==> src/rtl/mtmr_pkg.sv <==
package mtmr_pkg;
  localparam int CNT_W  = 8;
  localparam int PRE_W  = 4;
  localparam int POST_W = 4;

  localparam logic [1:0] ADDR_COUNT  = 2'd0;
  localparam logic [1:0] ADDR_PERIOD = 2'd1;
  localparam logic [1:0] ADDR_CTRL   = 2'd2;
  localparam logic [1:0] ADDR_FLAG   = 2'd3;

  typedef struct packed {
    logic             tick;
    logic             cntWr;
    logic             perWr;
    logic [CNT_W-1:0] wrData;
  } mtmrStrobe_t;

  // prescale terminal count for a 2-bit selector: 0 -> 1, 1 -> 4, 2/3 -> 16
  function automatic logic [PRE_W-1:0] preLimit(input logic [1:0] sel);
    logic [PRE_W-1:0] lim;
    case (sel)
      2'd0:    lim = '0;
      2'd1:    lim = PRE_W'(3);
      default: lim = PRE_W'(15);
    endcase
    return lim;
  endfunction
endpackage

==> src/rtl/mtmr_dp.sv <==
module mtmr_dp
  import mtmr_pkg::*;
(
  input  logic             clk,
  input  logic             rstN,
  input  mtmrStrobe_t      strobe,
  output logic             matchEv,
  output logic             matchPulse,
  output logic [CNT_W-1:0] count,
  output logic [CNT_W-1:0] period
);
  logic equalNow;

  assign equalNow = (count == period);
  assign matchEv  = strobe.tick && equalNow && !strobe.cntWr;

  always_ff @(posedge clk) begin
    if (!rstN) begin
      count <= '0;
    end else if (strobe.cntWr) begin
      count <= strobe.wrData;
    end else if (strobe.tick) begin
      count <= equalNow ? '0 : count + 1'b1;
    end
  end

  always_ff @(posedge clk) begin
    if (!rstN) begin
      period <= '1;
    end else if (strobe.perWr) begin
      period <= strobe.wrData;
    end
  end

  always_ff @(posedge clk) begin
    if (!rstN) matchPulse <= 1'b0;
    else       matchPulse <= matchEv;
  end

  a_r3_reload_zero: assert property (@(posedge clk) disable iff (!rstN)
    matchEv |=> (count == '0 && matchPulse));
  a_r9_write_wins: assert property (@(posedge clk) disable iff (!rstN)
    strobe.cntWr |=> (count == $past(strobe.wrData) && !matchPulse));
  a_r8_hold_count: assert property (@(posedge clk) disable iff (!rstN)
    (!strobe.tick && !strobe.cntWr) |=> $stable(count));
endmodule

==> src/rtl/mtmr_ctrl.sv <==
module mtmr_ctrl
  import mtmr_pkg::*;
(
  input  logic              clk,
  input  logic              rstN,
  input  logic              clkEn,
  input  logic [1:0]        busAddr,
  input  logic              busWrEn,
  input  logic [CNT_W-1:0]  busWrData,
  output logic [CNT_W-1:0]  busRdData,
  input  logic              matchEv,
  input  logic [CNT_W-1:0]  count,
  input  logic [CNT_W-1:0]  period,
  output mtmrStrobe_t       strobe,
  output logic              irq
);
  logic [1:0]        preSel;
  logic              runEn;
  logic [POST_W-1:0] postSel;
  logic              flagQ;
  logic              irqEn;
  logic [PRE_W-1:0]  preCnt;
  logic [POST_W-1:0] postCnt;
  logic [PRE_W-1:0]  preTop;
  logic cntWr, perWr, ctrlWr, flagWr, clrScalers, preWrap, setFlag;

  assign cntWr      = busWrEn && (busAddr == ADDR_COUNT);
  assign perWr      = busWrEn && (busAddr == ADDR_PERIOD);
  assign ctrlWr     = busWrEn && (busAddr == ADDR_CTRL);
  assign flagWr     = busWrEn && (busAddr == ADDR_FLAG);
  assign clrScalers = cntWr || ctrlWr;

  assign preTop  = preLimit(preSel);
  assign preWrap = (preCnt == preTop);

  assign strobe.tick   = runEn && clkEn && preWrap && !clrScalers;
  assign strobe.cntWr  = cntWr;
  assign strobe.perWr  = perWr;
  assign strobe.wrData = busWrData;

  assign setFlag = matchEv && (postCnt == postSel);

  // control fields
  always_ff @(posedge clk) begin
    if (!rstN) begin
      preSel  <= '0;
      runEn   <= 1'b0;
      postSel <= '0;
    end else if (ctrlWr) begin
      preSel  <= busWrData[1:0];
      runEn   <= busWrData[2];
      postSel <= busWrData[6:3];
    end
  end

  // prescaler
  always_ff @(posedge clk) begin
    if (!rstN || clrScalers) begin
      preCnt <= '0;
    end else if (runEn && clkEn) begin
      preCnt <= preWrap ? '0 : preCnt + 1'b1;
    end
  end

  // postscaler
  always_ff @(posedge clk) begin
    if (!rstN || clrScalers) begin
      postCnt <= '0;
    end else if (matchEv) begin
      postCnt <= setFlag ? '0 : postCnt + 1'b1;
    end
  end

  // sticky flag and enable
  always_ff @(posedge clk) begin
    if (!rstN) begin
      flagQ <= 1'b0;
      irqEn <= 1'b0;
    end else begin
      if (flagWr) irqEn <= busWrData[1];
      if (setFlag)     flagQ <= 1'b1;
      else if (flagWr) flagQ <= busWrData[0];
    end
  end

  assign irq = flagQ && irqEn;

  always_comb begin
    case (busAddr)
      ADDR_COUNT:  busRdData = count;
      ADDR_PERIOD: busRdData = period;
      ADDR_CTRL:   busRdData = {1'b0, postSel, runEn, preSel};
      default:     busRdData = {{(CNT_W-2){1'b0}}, irqEn, flagQ};
    endcase
  end

  a_r6_prescaler_clear: assert property (@(posedge clk) disable iff (!rstN)
    clrScalers |=> (preCnt == '0 && postCnt == '0));
  a_r4_flag_from_match: assert property (@(posedge clk) disable iff (!rstN)
    $rose(flagQ) |-> $past(matchEv));
  a_r5_flag_sticky: assert property (@(posedge clk) disable iff (!rstN)
    (flagQ && !(flagWr && !busWrData[0])) |=> flagQ);
  a_r8_no_tick_stopped: assert property (@(posedge clk) disable iff (!rstN)
    !runEn |-> !strobe.tick);
endmodule

==> src/rtl/match_timer.sv <==
module match_timer
  import mtmr_pkg::*;
(
  input  logic             clk,
  input  logic             rstN,
  input  logic             clkEn,
  input  logic [1:0]       busAddr,
  input  logic             busWrEn,
  input  logic [CNT_W-1:0] busWrData,
  output logic [CNT_W-1:0] busRdData,
  output logic             matchPulse,
  output logic             irq
);
  mtmrStrobe_t      strobe;
  logic             matchEv;
  logic [CNT_W-1:0] count;
  logic [CNT_W-1:0] period;

  mtmr_ctrl u_ctrl (
    .clk(clk), .rstN(rstN), .clkEn(clkEn),
    .busAddr(busAddr), .busWrEn(busWrEn), .busWrData(busWrData),
    .busRdData(busRdData), .matchEv(matchEv), .count(count),
    .period(period), .strobe(strobe), .irq(irq)
  );

  mtmr_dp u_dp (
    .clk(clk), .rstN(rstN), .strobe(strobe), .matchEv(matchEv),
    .matchPulse(matchPulse), .count(count), .period(period)
  );
endmodule

==> config.mk <==
export PLATFORM = sky130hd
export DESIGN_NAME = match_timer
export DESIGN_NICKNAME = d
export VERILOG_FILES = /design/src/rtl/mtmr_pkg.sv /design/src/rtl/mtmr_dp.sv /design/src/rtl/mtmr_ctrl.sv /design/src/rtl/match_timer.sv
export SDC_FILE = /design/constraint.sdc
export NUM_CORES = 1
export LEC_CHECK = 0
export BUFFER_PORTS_ARGS = -buffer_cell sky130_fd_sc_hd__buf_4
export CORE_UTILIZATION = 52
export DETAILED_ROUTE_END_ITERATION = 7
export PLACE_DENSITY = 0.76
export SLEW_MARGIN = 10
export SYNTH_ARGS = -nofsm -noshare
export SYNTH_HDL_FRONTEND = slang
export SYNTH_SLANG_ARGS = --single-unit
==> constraint.sdc <==
create_clock -name clk -period 2.3 [get_ports clk]
set_clock_uncertainty 0.15 [all_clocks]
set_input_delay 0.575 -clock clk [delete_from_list [all_inputs] [get_ports clk]]
set_output_delay 0.575 -clock clk [all_outputs]
set_load 0.01 [all_outputs]
### Word-level counts from Yosys, hierarchy flattened

Cells that the tools add are included.

* register bits: 34
* input port bits: 14
* output and inout bits: 10

* $add $sub $neg: 3
* equal/unequal tests: 7
* multiplexer cells: 9
* reductions and logical operators: 20

Operators with widths (count)
* $mux W8: 3
* $pmux W8 S3: 1
* $logic_and A1 B1 Y1: 11
* $add A4 B1 Y4 const B: 2
* $add A8 B1 Y8 const B: 1
* $eq A4 B4 Y1: 2
* $eq A8 B8 Y1: 1
* $mux W4: 2
* $pmux W4 S2: 1
* $eq A2 B1 Y1 const B: 2
* $eq A2 B2 Y1 const B: 2
* $logic_not A2 Y1: 2
* $reduce_bool A2 Y1: 2
* $logic_not A1 Y1: 3
* $logic_or A1 B1 Y1: 2
* $mux W1: 2

### Depth between registers and ports, before layout

Gate-level depths: netlist of run 1.

* depth after elaboration: 9
* depth in mapped cells: 6

### By module

From an unflattened synthesis of run 1, not the netlist that was laid out.

* cell total of the unflattened synthesis: 223
* area total of the unflattened synthesis: 1973.1 um^2

By module, submodules not included
* mtmr_ctrl: instances 1, cells each 129, area each 1084.8 um^2, seq. area each 340.3 um^2
* mtmr_dp: instances 1, cells each 94, area each 888.4 um^2, seq. area each 340.3 um^2

### Least setup slack after synthesis of run 1

No wires, ideal clock.

* path kind: in2out
* start: input port busAddr[0]
* end: output port busRdData[0]
* arrival: 1445 ps
* data required time: 1575 ps
* path slack: 130 ps
* stages on the path: 2
* buffers on the path: 1
* cells stage by stage: buf_1 mux4_2

* cells in the longest elaborated chain, start to end: 2

Ends and longest elaborated chain
* start, declared: line match_timer.sv:7 `input logic [1:0] busAddr,`
* $eq A2 B2 Y1, or another cell as far along: line mtmr_ctrl.sv:89 `case (busAddr)`
* $pmux W8 S3 *: line mtmr_ctrl.sv:89
* end, declared: line match_timer.sv:10 `output logic [CNT_W-1:0] busRdData,`

Mark *: on every way between the ends. The rest lies on a longest branch, timed or not.

### Worst setup path in the final report of run 1

* start: register u_ctrl.preSel[1]
* end: register u_ctrl.postCnt[2]

* cells in the longest elaborated chain, start to end: 9

Ends and longest elaborated chain
* start, declared: line mtmr_ctrl.sv:17 `logic [1:0] preSel;`
* start signal, assigned: line mtmr_ctrl.sv:50 `preSel <= busWrData[1:0];`
* $eq A2 B1 Y1 / $logic_not A2 Y1 (equally long branches): line mtmr_pkg.sv:21 `case (sel)`
* $pmux W4 S2 *: line mtmr_pkg.sv:21
* $eq A4 B4 Y1 *: line mtmr_ctrl.sv:34 `assign preWrap = (preCnt == preTop);`
* $logic_and A1 B1 Y1 * (2 in a row): line mtmr_ctrl.sv:36 `assign strobe.tick = runEn && clkEn && preWrap && !clrScalers;`
* $logic_and A1 B1 Y1 * (2 in a row): line mtmr_dp.sv:15 `assign matchEv = strobe.tick && equalNow && !strobe.cntWr;`
* $logic_and A1 B1 Y1: line mtmr_ctrl.sv:41 `assign setFlag = matchEv && (postCnt == postSel);`
* $mux W4: line mtmr_ctrl.sv:70 `postCnt <= setFlag ? '0 : postCnt + 1'b1;`
* end signal, assigned: line mtmr_ctrl.sv:70
* end, declared: line mtmr_ctrl.sv:23 `logic [POST_W-1:0] postCnt;`

Marks and branches as above.
A chain may end at the register's enable or synchronous reset.

==> results of run 1 <==
[flip-flops by register name, indices dropped and copies added (netlist names)]
| signal | cells |
|---|---|
| u_dp.count | 8 |
| u_dp.period | 8 |
| u_ctrl.postCnt | 4 |
| u_ctrl.postSel | 4 |
| u_ctrl.preCnt | 4 |
| u_ctrl.preSel | 2 |
| u_ctrl.flagQ | 1 |
| u_ctrl.irqEn | 1 |
| u_ctrl.runEn | 1 |
| u_dp.matchPulse | 1 |
[critical path, delay by kind of cell (launching register included)]
kind / cells / cell delay, ns
AOI/OAI and AO/OA: 2 / 0.37
DFF: 1 / 0.34
and+or+nand+nor: 3 / 1.30
[routing by layer]
| metal | routed length (µm) | part of all wire [%] | track usage (%) |
|---|---|---|---|
| met5 | 0 | 0 | 0 |
| met4 | 76 | 1.5 | 11.63 |
| met3 | 473 | 9.4 | 5.474 |
| met2 | 2308 | 46 | 40.46 |
| met1 | 2186 | 43 | 37.09 |
[worst max path at each step]
stage          slack (ns)           endpoint        startpoint  cells past startpoint
2_1_floorplan        0.13       busRdData[0]        busAddr[0]                      2
3_3_place_gp         0.14  u_ctrl.postCnt[3]  u_ctrl.preSel[1]                      5
3_5_place_dp         0.07  u_ctrl.postCnt[3]  u_ctrl.preSel[1]                      5
4_1_cts              0.07  u_ctrl.postCnt[3]  u_ctrl.preSel[1]                      5
5_1_grt             0.003      u_dp.count[5]  u_ctrl.preSel[1]                      5
6_report             0.08  u_ctrl.postCnt[2]  u_ctrl.preSel[1]                      5
[placed cells by master (no fill, tap or decap), types with 2 or more instances in the layout]
master	count
nand2b_1	2
a21boi_0	2
dfxtp_1	34
ha_1	3
nor2b_1	3
o21ai_0	10
nand3_1	26
and2_2	2
a32oi_1	2
nand2_1	49
and2_1	3
mux2i_1	8
xnor2_1	2
or4_1	3
nand4_1	4
mux4_2	2
a31oi_1	2
xor2_1	15
o211ai_1	3
a21oi_1	18
nor2_1	12
buf_4	37
clkbuf_8	6
[kinds of logic after synthesis]
kind of cell,count (synthesis)
AND/OR/NAND/NOR,119
multiplexers,10
XOR/XNOR,17
adder cells (fa/ha/maj),3
AO/OA/AOI/OAI,43
flip-flops,34
buffers and inverters,8
[where the power goes]
| part | leakage (nW) | internal (mW) | switching (mW) |
|---|---|---|---|
| logic | 0.676 | 0.0795 | 0.0994 |
| registers | 0.276 | 0.607 | 0.0191 |
| clock network | 0.0482 | 0.241 | 0.218 |
[cell type report]
type | instances | area share (%)
clock buffer | 7 | 3.722
timing repair buffer | 37 | 11.97
inverter | 1 | 0.1618
multi-input combinational | 192 | 52.10
tap | 46 | 2.481
clock inverter | 1 | 0.2158
sequential | 34 | 29.34
[metrics by stage]
stage | utilization, % | hold WS [ns]
floorplan | - | 0.3075
global placement | 64.74 | 0.3237
detailed placement | 64.74 | 0.3291
CTS | 67.39 | 0.3377
global route | 67.39 | 0.3757
finish | 67.39 | 0.3423
==> reports/results.ini, run 1 <==
[floorplan]
io_pins = 24
start_util_pct = 56.20
dieHeight_um = 62.99
die_w_um = 62.99
rows = 21
die-area_mm2 = 0.003968
core_area_mm2 = 0.003442

[clock_tree]
htree_levels = 2
cts_setup_buffers = 0
cts_resized = 0
cts_buffers = 5
cts_hold_buf = 0
cts_tree = built
clk_latency_ns = 0.29
clock_sinks = 34
clkTransAtPathRegs_ns = 0.07
clk_path_buf_depth = 2
cts-root-buf = clkbuf_8

[setup_path]
r2r_end = u_ctrl.postCnt[2]
cp.arrival_ns = 2.29
cp-start-kind = register
reg2reg_from = u_ctrl.preSel[1]
cp_slowest_cell = or4_1
crit_chain = or4_1, nor3_4, o2111ai_2, or4b_1, a21oi_1
crit_fanout = 6
max_stage_delay_ns = 0.57
reg2regPathDepth = 5
timing.setup.critical_path_class = register to register
r2r_slack_ns = 0.08
endpoint_kind = register
worstPathRequired_ns = 2.37

[power]
leakage_nw = 1.001
finalPower_mw = 1.265
power.density_mw_per_mm2 = 545.2
ir_worst_vdd_mv = 0.3573

[logic_synthesis]
synthSimpleGateAreaFrac_pct = 32.28
synth_area_per_cell_um2 = 8.266
synthTopCellsByArea = dfxtp_1 (35%), nand2_1 (9.5%), xor2_1 (6.8%)
yosysSeqAreaShare_pct = 35.19
synth_compound_area_share_pct = 14.10
netlist_top_cells_count = nand2_1 (49), dfxtp_1 (34), nand3_1 (26), a21oi_1 (18), xor2_1 (15)
synthXorXnorAreaFrac_pct = 7.697
syn_nets = 251
yosys_warnings = 0
synth_top_cell_by_area = dfxtp_1
synth_top_area_share_pct = 35.19
yosysMostFrequentCell = nand2_1
synth_top_family_by_area = simple AND/OR/NAND/NOR gates
synth_fa_ha_area_share_pct = 1.940
synthMuxAreaShare_pct = 6.468
synth.distinct_cells = 46
synth_top_flop_cell = dfxtp_1
syn_area_mm2 = 0.001934
synthCells = 234
synth_seq_cells = 34
synthArstFlopShare_pct = 0
synth-edff-count = 0

[min_path]
hp-class = register to register
min_path_cells = 2
worstHoldStart = u_dp.period[3]
holdPathEnd = u_dp.period[3]

[sta]
tns_ns = 0
post-route-min-period_ns = 2.221
hold_viol_final = 0
min_period_over_period_pct = 96.58
finalWorstSetupSlack_ns = 0.07863
rsz0062_at_grt = no
slew_viol_final = 0
worst_slew_pin_slew_ns = 0.4899
fmax_mhz = 450.2
maxSlewHeadroom_pct = 67.22
setup-violations-final = 0

[grt]
grtUsageTotal_pct = 26.97
grt_max_degree = 16
grt_remaining_overflow = 0
grt_pass1_vias = 1648
grt_antenna_before_repair = 0
grt_pass1_wl_um = 8169

[finish]
diodes = 0
fillerInstances = 314
seq_area_um2 = 680.7
area_growth_pct = 19.92
final_area_mm2 = 0.002320
multiInputGateArea_mm2 = 0.001209
layout.nets = 288
instances_no_fill = 318
drive_above_1_share_pct = 21.32

[placement]
dp_cells = 310
placed_cell_area_mm2 = 0.002228
portBuffers = 23
dp_hpwl_um = 3704
post-place-ws_ns = 0.07287
gp_congestion = 0.9749

[detailed_routing]
vias = 1875
drc = 0
wire_per_inst_um = 15.86
drt_iter0_drc = 171
ant_nets = 0
wl_um = 5045
viasPerCell = 5.896
dr.pass1.iters = 4

[flow_run]
drv_cap = 0

[outcome]
outcome = finished, final reports clean

Power figures use the tool's default switching activity.
==> run 2, diff against run 1 <==
--- a/config.mk
+++ b/config.mk
@@ -5,7 +5,7 @@
 export SDC_FILE = /design/constraint.sdc
 export NUM_CORES = 1
 export LEC_CHECK = 0
-export BUFFER_PORTS_ARGS = -buffer_cell sky130_fd_sc_hd__buf_4
+export BUFFER_PORTS_ARGS = -buffer_cell sky130_fd_sc_hd__clkbuf_2
 export CORE_UTILIZATION = 52
 export DETAILED_ROUTE_END_ITERATION = 7
 export PLACE_DENSITY = 0.76
==> reports/results.ini, run 2 (same netlist as run 1, synthesis figures left out) <==
[setup_path]
crit_fanout = 5  ; was 6
r2r_end = u_ctrl.postCnt[2]  ; unchanged
max_stage_delay_ns = 0.55  ; was 0.57 ns
startpoint = u_ctrl.preCnt[0]  ; was u_ctrl.preSel[1]
timing.setup.critical_path_class = register to register  ; unchanged
worstPathRequired_ns = 2.38  ; was 2.37 ns
cp-start-kind = register  ; unchanged
crit_chain = or4_4, nor3_4, o2111ai_2, or4b_1, a21oi_1  ; was or4_1, nor3_4, o2111ai_2, or4b_1, a21oi_1
cp_slowest_cell = or4b_1  ; was or4_1
cp.arrival_ns = 2.27  ; was 2.29 ns
r2r_slack_ns = 0.11  ; was 0.08 ns
reg2regPathDepth = 5  ; unchanged
endpoint_kind = register  ; unchanged
reg2reg_from = u_ctrl.preCnt[0]  ; was u_ctrl.preSel[1]

[detailed_routing]
drt_iter0_drc = 113  ; was 171
drc = 0  ; unchanged
dr.pass1.iters = 4  ; unchanged
wl_um = 5025  ; was 5045 µm
ant_nets = 0  ; unchanged
viasPerCell = 5.755  ; was 5.896
vias = 1859  ; was 1875
wire_per_inst_um = 15.56  ; was 15.86 µm

[sta]
maxSlewHeadroom_pct = 43.09  ; was 67.22%
worst_slew_pin_slew_ns = 0.8459  ; was 0.4899 ns
fin_hold_ws_ns = 0.3412  ; was 0.3423 ns
fmax_mhz = 456.7  ; was 450.2 MHz
post-route-min-period_ns = 2.190  ; was 2.221 ns
slew_viol_final = 0  ; unchanged
hold_viol_final = 0  ; unchanged
setup-violations-final = 0  ; unchanged
finalWorstSetupSlack_ns = 0.1104  ; was 0.07863 ns
min_period_over_period_pct = 95.20  ; was 96.58%

[power]
leakage_nw = 1.002  ; was 1.001 nW
finalPower_mw = 1.217  ; was 1.265 mW
ir_worst_vdd_mv = 0.4326  ; was 0.3573 mV
p_int_uw = 887.2  ; was 927.8 µW
p_seq_share_pct = 51.5  ; was 49.5%
p_comb_share_pct = 14.2  ; was 14.1%
power.density_mw_per_mm2 = 528.3  ; was 545.2 mW/mm²
switching_share_pct = 27.09  ; was 26.64%
clock_power_share_pct = 34.3  ; was 36.4%
switchingPower_uw = 329.7  ; was 336.9 µW

[floorplan]
die_w_um = 62.99  ; unchanged
dieHeight_um = 62.99  ; unchanged
rows = 21  ; unchanged
die-area_mm2 = 0.003968  ; unchanged
io_pins = 24  ; unchanged
start_util_pct = 56.20  ; unchanged
core_area_mm2 = 0.003442  ; unchanged

[clock_tree]
clk_latency_ns = 0.29  ; about the same
cts_tree = built  ; unchanged
htree_levels = 2  ; unchanged
cts_hold_buf = 0  ; unchanged
cts_buffers = 5  ; unchanged
clk_path_buf_depth = 2  ; unchanged
cts-root-buf = clkbuf_8  ; unchanged
clkTransAtPathRegs_ns = 0.07  ; about the same
clock_sinks = 34  ; unchanged

[finish]
instances_no_fill = 323  ; was 318
diodes = 0  ; unchanged
reg_top3 = u_dp.count: 8 flops, u_dp.period: 8 flops  ; unchanged
drive_above_1_share_pct = 22.74  ; was 21.32%
layout.nets = 294  ; was 288
area_growth_pct = 19.08  ; was 19.92%
utilization_pct = 66.92  ; was 67.39%
final_common_cell = nand2_1  ; unchanged
final_cell_mix = nand2_1 (49), dfxtp_1 (34), nand3_1 (26)  ; was nand2_1 (49), buf_4 (37), dfxtp_1 (34)

[placement]
dp_cells = 314  ; was 310
dp_hpwl_um = 3829  ; was 3704 µm
post-place-ws_ns = 0.1092  ; was 0.07287 ns
gp_congestion = 0.9221  ; was 0.9749
portBuffers = 23  ; unchanged

[grt]
grt_pass1_wl_um = 8452  ; was 8169 µm
grtUsageTotal_pct = 27.81  ; was 26.97%
grt_remaining_overflow = 0  ; unchanged
grt_pass1_vias = 1730  ; was 1648
grt_antenna_before_repair = 0  ; unchanged
grt_max_degree = 14  ; was 16

[min_path]
hp-class = register to register  ; unchanged
holdPathEnd = u_ctrl.postSel[2]  ; was u_dp.period[3]
min_path_cells = 2  ; unchanged
worstHoldStart = u_ctrl.postSel[2]  ; was u_dp.period[3]

[outcome]
outcome = finished, final reports clean  ; unchanged

[flow_run]
drv_cap = 0  ; unchanged

-- run 2: changes by cell type in the layout (fill, tap and decap cells not counted) --
cell,change
clkbuf_2,+23
or4_1,-1
or4_4,+1
clkbuf_8,-1
a21oi_4,+1
clkinv_2,-1
a21oi_2,-1
buf_4,-17
clkbuf_1,+1
-- run 2: critical path, delay by kind of cell, from the launching register on --
kind / cells / cell delay [ns]
AOI/OAI and AO/OA: 2 / 0.30
DFF: 1 / 0.32
and+or+nand+nor: 3 / 1.36
-- run 2: repair_timing --
| item | CTS | global route |
|---|---|---|
| gates resized for setup | 0 | 2 |
| endpoints found under the setup margin | 0 | 1 |
| setup buffers | 0 | 2 |
-- run 2: power groups by stage --
| stage | registers [mW] | logic, mW | clock network, mW |
|---|---|---|---|
| 2_1_floorplan | 0.635 | 0.102 | 0 |
| 3_5_place_dp | 0.639 | 0.168 | 0 |
| 3_3_place_gp | 0.638 | 0.165 | 0 |
| 4_1_cts | 0.626 | 0.169 | 0.422 |
| 6_report | 0.626 | 0.173 | 0.418 |
| 5_1_grt | 0.628 | 0.188 | 0.455 |
-- run 2: layout make-up --
| cell class | instances | area [µm²] |
|---|---|---|
| Timing Repair Buffer | 43 | 265.3 |
| Tap cell | 46 | 57.56 |
| Sequential cell | 34 | 680.7 |
| Fill cell | 316 | 1139 |
| Inverter | 1 | 3.754 |
| Multi-Input combinational cell | 192 | 1220 |
| Clock buffer | 7 | 76.32 |
-- run 2: how the worst max path moves through the flow --
stage,to,slack [ns],depth (start not counted)
global route,u_ctrl.postCnt[2],-0.005,5
global placement,busRdData[1],0.15,3
finish,u_ctrl.postCnt[2],0.11,5
detailed placement,u_ctrl.postCnt[2],0.11,6
CTS,u_ctrl.postCnt[3],0.11,5
floorplan,busRdData[0],0.13,2
-- run 2: layer usage --
metal	vias to the layer above	track usage, %	wire length [µm]
met4	0	9.884	91
met3	8	7.482	322
met5	-	0	0
met1	870	36.77	2297
li1	922	-	-
met2	59	43.01	2314
-- run 2: metrics by stage --
stage	instance area, µm²	setup TNS, ns
floorplan	1934	0
global placement	2201	0
detailed placement	2201	0
CTS	2277	0
global route	2303	-0.004596
finish	2303	0
==> run 3, diff against run 2 <==
==> constraint.sdc (replaced) <==
create_clock -name clk -period 2.3 [get_ports clk]
set_clock_uncertainty 0.15 [all_clocks]
set_input_delay 0.46 -clock clk [delete_from_list [all_inputs] [get_ports clk]]
set_output_delay 0.46 -clock clk [all_outputs]
set_load 0.01 [all_outputs]
==> reports/results.ini, run 3 (same netlist as run 1, synthesis figures left out) <==
[floorplan]
start_util_pct = 56.20  ; unchanged
die_w_um = 62.99  ; unchanged
core_area_mm2 = 0.003442  ; unchanged
die-area_mm2 = 0.003968  ; unchanged
rows = 21  ; unchanged
io_pins = 24  ; unchanged
dieHeight_um = 62.99  ; unchanged

[setup_path]
reg2reg_from = u_ctrl.preSel[1]  ; was u_ctrl.preCnt[0]
r2r_slack_ns = 0.10  ; was 0.11 ns
worstPathRequired_ns = 2.38  ; about the same
reg2regPathDepth = 5  ; unchanged
crit_family = simple AND/OR/NAND/NOR gates  ; unchanged
r2r_end = u_ctrl.postCnt[2]  ; unchanged
max_stage_delay_ns = 0.54  ; was 0.55 ns
cp_slowest_cell = or4_4  ; was or4b_1
cp-start-kind = register  ; unchanged
crit_buf_inv = 0  ; unchanged
cp.arrival_ns = 2.27  ; about the same
timing.setup.critical_path_class = register to register  ; unchanged
endpoint_kind = register  ; unchanged
crit_chain = or4_4, nor3_4, o2111ai_2, or4b_1, a21oi_1  ; unchanged
crit_fanout = 5  ; unchanged

[grt]
grt_remaining_overflow = 0  ; unchanged
grt_max_degree = 16  ; was 14
grt_pass1_wl_um = 8135  ; was 8452 µm
grt_antenna_before_repair = 0  ; unchanged
grt_pass1_vias = 1718  ; was 1730
grtUsageTotal_pct = 26.76  ; was 27.81%

[detailed_routing]
vias = 1836  ; was 1859
drc = 0  ; unchanged
drt_iter0_drc = 140  ; was 113
viasPerCell = 5.755  ; about the same
ant_nets = 0  ; unchanged
dr.pass1.iters = 4  ; unchanged
wire_per_inst_um = 15.55  ; was 15.56 µm
wl_um = 4960  ; was 5025 µm

[sta]
finalWorstSetupSlack_ns = 0.1035  ; was 0.1104 ns
rsz0062_at_grt = no
hold_viol_final = 0  ; unchanged
slew_viol_final = 0  ; unchanged
maxSlewHeadroom_pct = 42.10  ; was 43.09%
post-route-min-period_ns = 2.196  ; was 2.190 ns
fin_hold_ws_ns = 0.2568  ; was 0.3412 ns
min_period_over_period_pct = 95.50  ; was 95.20%
setup-violations-final = 0  ; unchanged
worst_slew_pin_slew_ns = 0.8606  ; was 0.8459 ns
tns_ns = 0  ; unchanged
fmax_mhz = 455.3  ; was 456.7 MHz

[placement]
gp_congestion = 0.8917  ; was 0.9221
post-place-ws_ns = 0.09844  ; was 0.1092 ns
dp_hpwl_um = 3665  ; was 3829 µm
placed_cell_area_mm2 = 0.002171  ; was 0.002201 mm²
portBuffers = 23  ; unchanged

[power]
ir_worst_vdd_mv = 0.3211  ; was 0.4326 mV
power.density_mw_per_mm2 = 553.7  ; was 528.3 mW/mm²
leakage_nw = 0.9870  ; was 1.002 nW
finalPower_mw = 1.261  ; was 1.217 mW

[clock_tree]
clk_latency_ns = 0.29  ; about the same
cts-root-buf = clkbuf_8  ; unchanged
clkTransAtPathRegs_ns = 0.08  ; was 0.07 ns
clk_path_buf_depth = 2  ; unchanged
htree_levels = 2  ; unchanged
clock_sinks = 34  ; unchanged
cts_buffers = 5  ; unchanged
cts_tree = built  ; unchanged

[finish]
final_area_mm2 = 0.002277  ; was 0.002303 mm²
area_growth_pct = 17.72  ; was 19.08%
diodes = 0  ; unchanged
fillerInstances = 318  ; was 316
reg_top3 = u_dp.count: 8 flops, u_dp.period: 8 flops  ; unchanged
final_common_cell = nand2_1  ; unchanged
drive_above_1_share_pct = 22.34  ; was 22.74%
layout.nets = 289  ; was 294
final_cell_mix = nand2_1 (49), dfxtp_1 (34), nand3_1 (26)  ; unchanged

[outcome]
outcome = finished, final reports clean  ; unchanged

[flow_run]
drv_cap = 0  ; unchanged

[min_path]
holdPathEnd = u_dp.count[7]  ; was u_ctrl.postSel[2]
worstHoldStart = busWrData[7]  ; was u_ctrl.postSel[2]
hp-class = primary input to register  ; was register to register
min_path_cells = 3  ; was 2

[run 3: cell type report]
type	count	area, µm²	share of cell area, %
clock buffer	6	82.58	3.626
timing repair buffer	38	227.7	10.00
tap	46	57.56	2.527
multi-input combinational	192	1212	53.24
inverter	1	3.754	0.1648
sequential	34	680.7	29.89
clock inverter	2	12.51	0.5495
[run 3: per-layer routing]
metal | track usage, % | wire (µm) | vias up
met5 | 0 | 0 | -
met4 | 9.302 | 83 | 0
met3 | 5.292 | 241 | 8
met2 | 43.01 | 2321 | 45
met1 | 35.32 | 2313 | 866
li1 | - | - | 917
[run 3: metrics by stage]
stage / cells / util [%]
floorplan: 234 / -
finish: 319 / 66.16
CTS: 318 / 65.83
global route: 319 / 66.16
detailed placement: 310 / 63.07
global placement: 310 / 63.07
[run 3: worst max-delay path by stage]
| stage | startpoint | endpoint | depth (start not counted) |
|---|---|---|---|
| 2_1_floorplan | u_ctrl.preCnt[0] | u_dp.count[5] | 5 |
| 3_3_place_gp | u_ctrl.preSel[1] | u_ctrl.postCnt[3] | 5 |
| 3_5_place_dp | u_ctrl.preSel[1] | u_ctrl.postCnt[2] | 5 |
| 4_1_cts | u_ctrl.preSel[1] | u_dp.count[5] | 5 |
| 5_1_grt | u_ctrl.preSel[1] | u_ctrl.postCnt[2] | 5 |
| 6_report | u_ctrl.preSel[1] | u_ctrl.postCnt[2] | 5 |
[run 3: power by group]
part           switching [mW]  internal, mW  leakage [nW]
Clock                   0.228         0.241        0.0472
Combinational          0.0980        0.0682         0.663
Sequential             0.0196         0.607         0.276
Total                   0.345         0.915         0.987
[run 3: worst min-delay path: cells and delay by family]
family | cells | cell delay, ns
simple gates | 2 | 0.12
buf+inv | 1 | 0.09
[run 3: timing repair]
action,CTS,global route
setup buffers,0,1
resized for setup,0,1
hold buffers,0,0
endpoints found under the setup margin,0,1
